`src/rtl/pcs_pkg.sv`:
```
package pcs_pkg;
    typedef enum logic [2:0] {
        OP_HOLD,
        OP_STEP,
        OP_JUMP,
        OP_CALL,
        OP_TMR,
        OP_EXT
    } pcs_op_e;
endpackage

```
`src/rtl/pcs_arbiter.sv`:
```
module pcs_arbiter
    import pcs_pkg::*;
(
    input  logic    ext_irq,
    input  logic    tmr_ovf,
    input  logic    tmr_ie,
    input  logic    call,
    input  logic    jump,
    input  logic    step,
    output pcs_op_e op
);
    always_comb begin
        if (ext_irq)                op = OP_EXT;
        else if (tmr_ovf && tmr_ie) op = OP_TMR;
        else if (call)              op = OP_CALL;
        else if (jump)              op = OP_JUMP;
        else if (step)              op = OP_STEP;
        else                        op = OP_HOLD;
    end
endmodule

```
`src/rtl/pcs_incr.sv`:
```
module pcs_incr #(
    parameter int ADDR_W = 12
) (
    input  logic [ADDR_W-1:0] addr_in,
    output logic [ADDR_W-1:0] addr_next
);
    localparam int LOW_W = ADDR_W - 1;
    logic [LOW_W-1:0] low_inc;

    always_comb begin
        low_inc   = addr_in[LOW_W-1:0] + LOW_W'(1);
        addr_next = {addr_in[ADDR_W-1], low_inc};
    end
endmodule

```
`src/rtl/pcs_bank_flag.sv`:
```
module pcs_bank_flag (
    input  logic clk,
    input  logic rst_n,
    input  logic sel0,
    input  logic sel1,
    output logic flag_q
);
    logic flag_d;

    always_comb begin
        flag_d = flag_q;
        if (sel0)      flag_d = 1'b0;
        else if (sel1) flag_d = 1'b1;
    end

    always_ff @(posedge clk or negedge rst_n) begin
        if (!rst_n) flag_q <= 1'b0;
        else        flag_q <= flag_d;
    end

    assert_sel0_wins_R8: assert property (@(posedge clk) disable iff (!rst_n)
        sel0 |=> !flag_q);
    assert_sel1_sets_R8: assert property (@(posedge clk) disable iff (!rst_n)
        (sel1 && !sel0) |=> flag_q);
endmodule

```
`src/rtl/pc_sequencer.sv`:
```
module pc_sequencer
    import pcs_pkg::*;
#(
    parameter int ADDR_W  = 12,
    parameter int EXT_VEC = 3,
    parameter int TMR_VEC = 7
) (
    input  logic              clk,
    input  logic              rst_n,
    input  logic              ext_irq,
    input  logic              tmr_ovf,
    input  logic              tmr_ie,
    input  logic              step,
    input  logic              jump,
    input  logic              call,
    input  logic [ADDR_W-2:0] target,
    input  logic              bank_sel0,
    input  logic              bank_sel1,
    output logic [ADDR_W-1:0] fetch_addr,
    output logic [ADDR_W-1:0] ret_addr,
    output logic              ret_valid
);
    localparam int LOW_W = ADDR_W - 1;
    localparam logic [ADDR_W-1:0] EXT_ADDR = ADDR_W'(EXT_VEC);
    localparam logic [ADDR_W-1:0] TMR_ADDR = ADDR_W'(TMR_VEC);

    typedef struct packed {
        logic [ADDR_W-1:0] pc;
        logic [ADDR_W-1:0] ret;
        logic              ret_vld;
    } pcs_state_t;

    pcs_state_t        st_d, st_q;
    pcs_op_e           op;
    logic [ADDR_W-1:0] seq_addr;
    logic              bank_q;

    pcs_arbiter u_arb (
        .ext_irq (ext_irq),
        .tmr_ovf (tmr_ovf),
        .tmr_ie  (tmr_ie),
        .call    (call),
        .jump    (jump),
        .step    (step),
        .op      (op)
    );

    pcs_incr #(.ADDR_W(ADDR_W)) u_inc (
        .addr_in   (st_q.pc),
        .addr_next (seq_addr)
    );

    pcs_bank_flag u_bank (
        .clk    (clk),
        .rst_n  (rst_n),
        .sel0   (bank_sel0),
        .sel1   (bank_sel1),
        .flag_q (bank_q)
    );

    always_comb begin
        st_d         = st_q;
        st_d.ret_vld = 1'b0;
        unique case (op)
            OP_EXT: begin
                st_d.pc      = EXT_ADDR;
                st_d.ret     = seq_addr;
                st_d.ret_vld = 1'b1;
            end
            OP_TMR: begin
                st_d.pc      = TMR_ADDR;
                st_d.ret     = seq_addr;
                st_d.ret_vld = 1'b1;
            end
            OP_CALL: begin
                st_d.pc      = {bank_q, target};
                st_d.ret     = seq_addr;
                st_d.ret_vld = 1'b1;
            end
            OP_JUMP: st_d.pc = {bank_q, target};
            OP_STEP: st_d.pc = seq_addr;
            default: ;
        endcase
    end

    always_ff @(posedge clk or negedge rst_n) begin
        if (!rst_n) st_q <= '0;
        else        st_q <= st_d;
    end

    assign fetch_addr = st_q.pc;
    assign ret_addr   = st_q.ret;
    assign ret_valid  = st_q.ret_vld;

    assert_reset_zero_R1: assert property (@(posedge clk)
        !rst_n |=> (fetch_addr == '0 && !ret_valid) || !rst_n);
    assert_ext_vec_R2: assert property (@(posedge clk) disable iff (!rst_n)
        ext_irq |=> fetch_addr == EXT_ADDR && !fetch_addr[ADDR_W-1]);
    assert_tmr_vec_R3: assert property (@(posedge clk) disable iff (!rst_n)
        (!ext_irq && tmr_ovf && tmr_ie) |=> fetch_addr == TMR_ADDR);
    assert_tmr_masked_R4: assert property (@(posedge clk) disable iff (!rst_n)
        (tmr_ovf && !tmr_ie && !ext_irq && !call && !jump && !step) |=> $stable(fetch_addr));
    assert_step_msb_R6: assert property (@(posedge clk) disable iff (!rst_n)
        (step && !ext_irq && !(tmr_ovf && tmr_ie) && !call && !jump)
        |=> fetch_addr[ADDR_W-1] == $past(fetch_addr[ADDR_W-1])
            && fetch_addr[LOW_W-1:0] == $past(fetch_addr[LOW_W-1:0]) + LOW_W'(1));
    assert_jump_target_R7: assert property (@(posedge clk) disable iff (!rst_n)
        (jump && !call && !ext_irq && !(tmr_ovf && tmr_ie))
        |=> fetch_addr[LOW_W-1:0] == $past(target));
    assert_ret_source_R10: assert property (@(posedge clk) disable iff (!rst_n)
        ret_valid |-> $past(call || ext_irq || (tmr_ovf && tmr_ie)));
    assert_ret_pulse_R10: assert property (@(posedge clk) disable iff (!rst_n)
        (call || ext_irq || (tmr_ovf && tmr_ie)) |=> ret_valid);
    assert_idle_hold_R11: assert property (@(posedge clk) disable iff (!rst_n)
        (!ext_irq && !tmr_ovf && !call && !jump && !step) |=> $stable(fetch_addr));
endmodule

```
`config.mk`:
```
export PLATFORM = sky130hd
export DESIGN_NAME = pc_sequencer
export DESIGN_NICKNAME = d
export VERILOG_FILES = /design/src/rtl/pcs_pkg.sv /design/src/rtl/pcs_arbiter.sv /design/src/rtl/pcs_incr.sv /design/src/rtl/pcs_bank_flag.sv /design/src/rtl/pc_sequencer.sv
export SDC_FILE = /design/constraint.sdc
export NUM_CORES = 1
export LEC_CHECK = 0
export BUFFER_PORTS_ARGS = -buffer_cell sky130_fd_sc_hd__buf_2
export CELL_PAD_IN_SITES_DETAIL_PLACEMENT = 1
export CELL_PAD_IN_SITES_GLOBAL_PLACEMENT = 1
export CORE_MARGIN = 4
export CORE_UTILIZATION = 40
export CTS_BUF_LIST = sky130_fd_sc_hd__clkbuf_4
export DETAILED_ROUTE_END_ITERATION = 6
export PLACE_DENSITY = 0.88
export SYNTH_ARGS = -nofsm -noshare
export SYNTH_HDL_FRONTEND = slang
export SYNTH_SLANG_ARGS = --single-unit
export TNS_END_PERCENT = 50
```
`constraint.sdc`:
```
create_clock -name clk -period 4.3 [get_ports clk]
set_input_delay 0.215 -clock clk [delete_from_list [all_inputs] [get_ports clk]]
set_output_delay 0.215 -clock clk [all_outputs]
set_load 0.02 [all_outputs]
```
==> results.toml <==
[outcome]
status = "finished clean"

[timing]
fin_crit_sh_pct = 38.73
setup_viol = 0
setup_slack_ps = 2635
rsz0062_at_grt = "no"
fmax_mhz = 600.5
finalCriticalPeriod_ps = 1665
relSlewSlack_pct = 37.19
worst-slew-pin-transition_ps = 938.7
final_hold_viol_count = 0
drv_slew = 0
clock_skew_ps = 1.062
finalSetupTns_ps = 0
holdWs_ps = 23.19

[critical_path]
worst_setup_path_start_kind = "flip-flop"
cp_max_fo = 7
cpPeakStageDelay_ps = 520
worst-path-buf-inv = 0
arrival_ps = 1840
required_ps = 4470
worstSetupEndpointType = "flip-flop"
path_delay_family = "flip-flops"
cp_slowest_cell = "dfrtp_1"
critPathKind = "reg2reg"
path_cells = "ha_1, nand2_1, nor3_1, xnor2_1, a21oi_1"
rrSetupSlack_ps = 2630

[grt]
grt_pass1_wl_um = 5209
grt_pass1_vias = 1137
grtUsageMet2_pct = 26.16
grt_max_degree = 27
use_met1_pct = 19.72
antenna_found_initial = 0
use_met3_pct = 1.026
track_usage_pct = 15.26
busiest_layer = "met2"
overflow = 0

[place]
place_inst = 219
port-buffer-count = 45
place_ws_ps = 2508
dp_hpwl_um = 2483
gp_congestion = 0.8233

[die]
core.rowCount = 20
die_area_um2 = 4318
die-width_um = 65.72
die_height_um = 65.72
coreArea_um2 = 3128
start_util_pct = 42.60
io_pins = 46

[synthesis]
synthCells = 139
synthTopCellsByCount = "26 x dfrtp_1, 22 x nand2_1, 17 x o21ai_0"
synth.cell_area_um2 = 1333
synthFlopType = "dfrtp_1"
synth_cell_types = 25
yosysMostFrequentCell = "dfrtp_1"
seq_area_frac_synth_pct = 48.83
synth_edf_count = 0
yosys_warnings = 0
ys_ff_latch = 26
syn_area_per_cell_um2 = 9.587
yosys.area.top_type_share_pct = 48.83
synth_area_leaders = "dfrtp_1 49%, xnor2_1 9.2%, o21ai_0 6.4%, nand2_1 6.2%, xor2_1 3.3%"
yosysTopAreaCell = "dfrtp_1"
async_flop_share_pct = 100.0
synth_fp_nets = 161

[clock_network]
cts_buffers = 3
clk_path_buf_depth = 2
postCtsResizedCells = 0
clock_latency_ps = 320
cts_tree = "built"
clk_pin_slew_ps = 130
cts_sinks = 26
htree_levels = 1
cts_root_buf = "clkbuf_4"

[routing]
wl_um = 3052
wl_per_cell_um = 13.69
route.vias.total = 1090
ant_nets = 0
drc = 0
dr.pass1.iters = 4
drt-vias-per-instance = 4.888
drt-initial-drc-count = 50

[layout]
stdcell_count = 223
layout-drive-gt1-share_pct = 31.28
fillers = 393
layout.nets = 203
antenna_cells = 0
area_growth_pct = 20.19

[pwr]
pwr_density_cell_nw_per_um2 = 313.6
p_leak_uw = 0.0007336
ir_drop_mv = 0.1175

[flow_run]
cap_viol_max_count = 0

[min_path]
hold_path_class = "in2reg"
==> sequential cells by signal, indices dropped and copies added (netlist names) <==
register and count:
ret_addr 12, fetch_addr 12, ret_valid 1, u_bank.flag_q 1
==> stage by stage <==
step                util (%)  power (µW)  instance area [µm²]
floorplan                  -       360.3                 1333
global placement       50.16       400.3                 1569
detailed placement     50.16       406.2                 1569
CTS                    51.20       507.3                 1602
global route           51.20       530.3                 1602
finish                 51.20       502.2                 1602
==> worst reg2reg max path, cell delays in order, from the launching register on <==
cell,delay [ps]
dfrtp_1,520
ha_1,300
nand2_1,170
nor3_1,270
xnor2_1,170
a21oi_1,90
==> kinds of logic after synthesis <==
group | share of synthesized area [%]
AND/OR/NAND/NOR | 17.56
AO/OA/AOI/OAI | 12.21
flip-flops | 48.83
XOR/XNOR | 12.49
buffers and inverters | 4.694
multiplexers | 3.286
adder cells (fa/ha/maj) | 0.9388
==> path summary, 6_finish.rpt <==
check,startpoint,to,depth (start not counted)
max,fetch_addr[0],fetch_addr[10],5
max reg2reg,fetch_addr[0],fetch_addr[10],5
max in group asynchronous,rst_n,ret_valid,2
min,bank_sel0,u_bank.flag_q,2
min in group asynchronous,rst_n,fetch_addr[11],2
min reg2reg,ret_addr[0],ret_addr[0],2
==> cell type report <==
type | instances | area [µm²] | area share (%)
flip-flops and latches | 26 | 650.6 | 40.62
multi-input cells | 100 | 619.3 | 38.67
repair buffers | 47 | 242.7 | 15.16
well taps | 44 | 55.05 | 3.437
clock buffers | 3 | 22.52 | 1.406
inverters | 3 | 11.26 | 0.7031
==> power breakdown <==
part / internal, µW / total, µW / switching [µW]
Sequential: 265 / 286 / 21.9
Clock: 32.9 / 102 / 69.6
Combinational: 43.3 / 113 / 70.0
==> per-layer routing <==
metal	wire length (µm)	vias to the layer above
met1	1397	514
met5	0	-
met2	1507	23
li1	-	549
met4	43	0
met3	104	4
==> placed cells by master (no fill, tap or decap), types with 5 or more instances in the layout <==
cell      n
a21oi_1   8
nor2_1    6
nor3_1    8
dfrtp_1  26
xor2_1    5
nand2_1  22
buf_2    45
o21ai_0  17
xnor2_1  14
==> what timing repair did <==
action | in CTS | in global routing
endpoints found under the hold margin | 26 | 0
buffers inserted | 0 | 0
hold buffers | 1 | 0
Power figures use the tool's default switching activity.
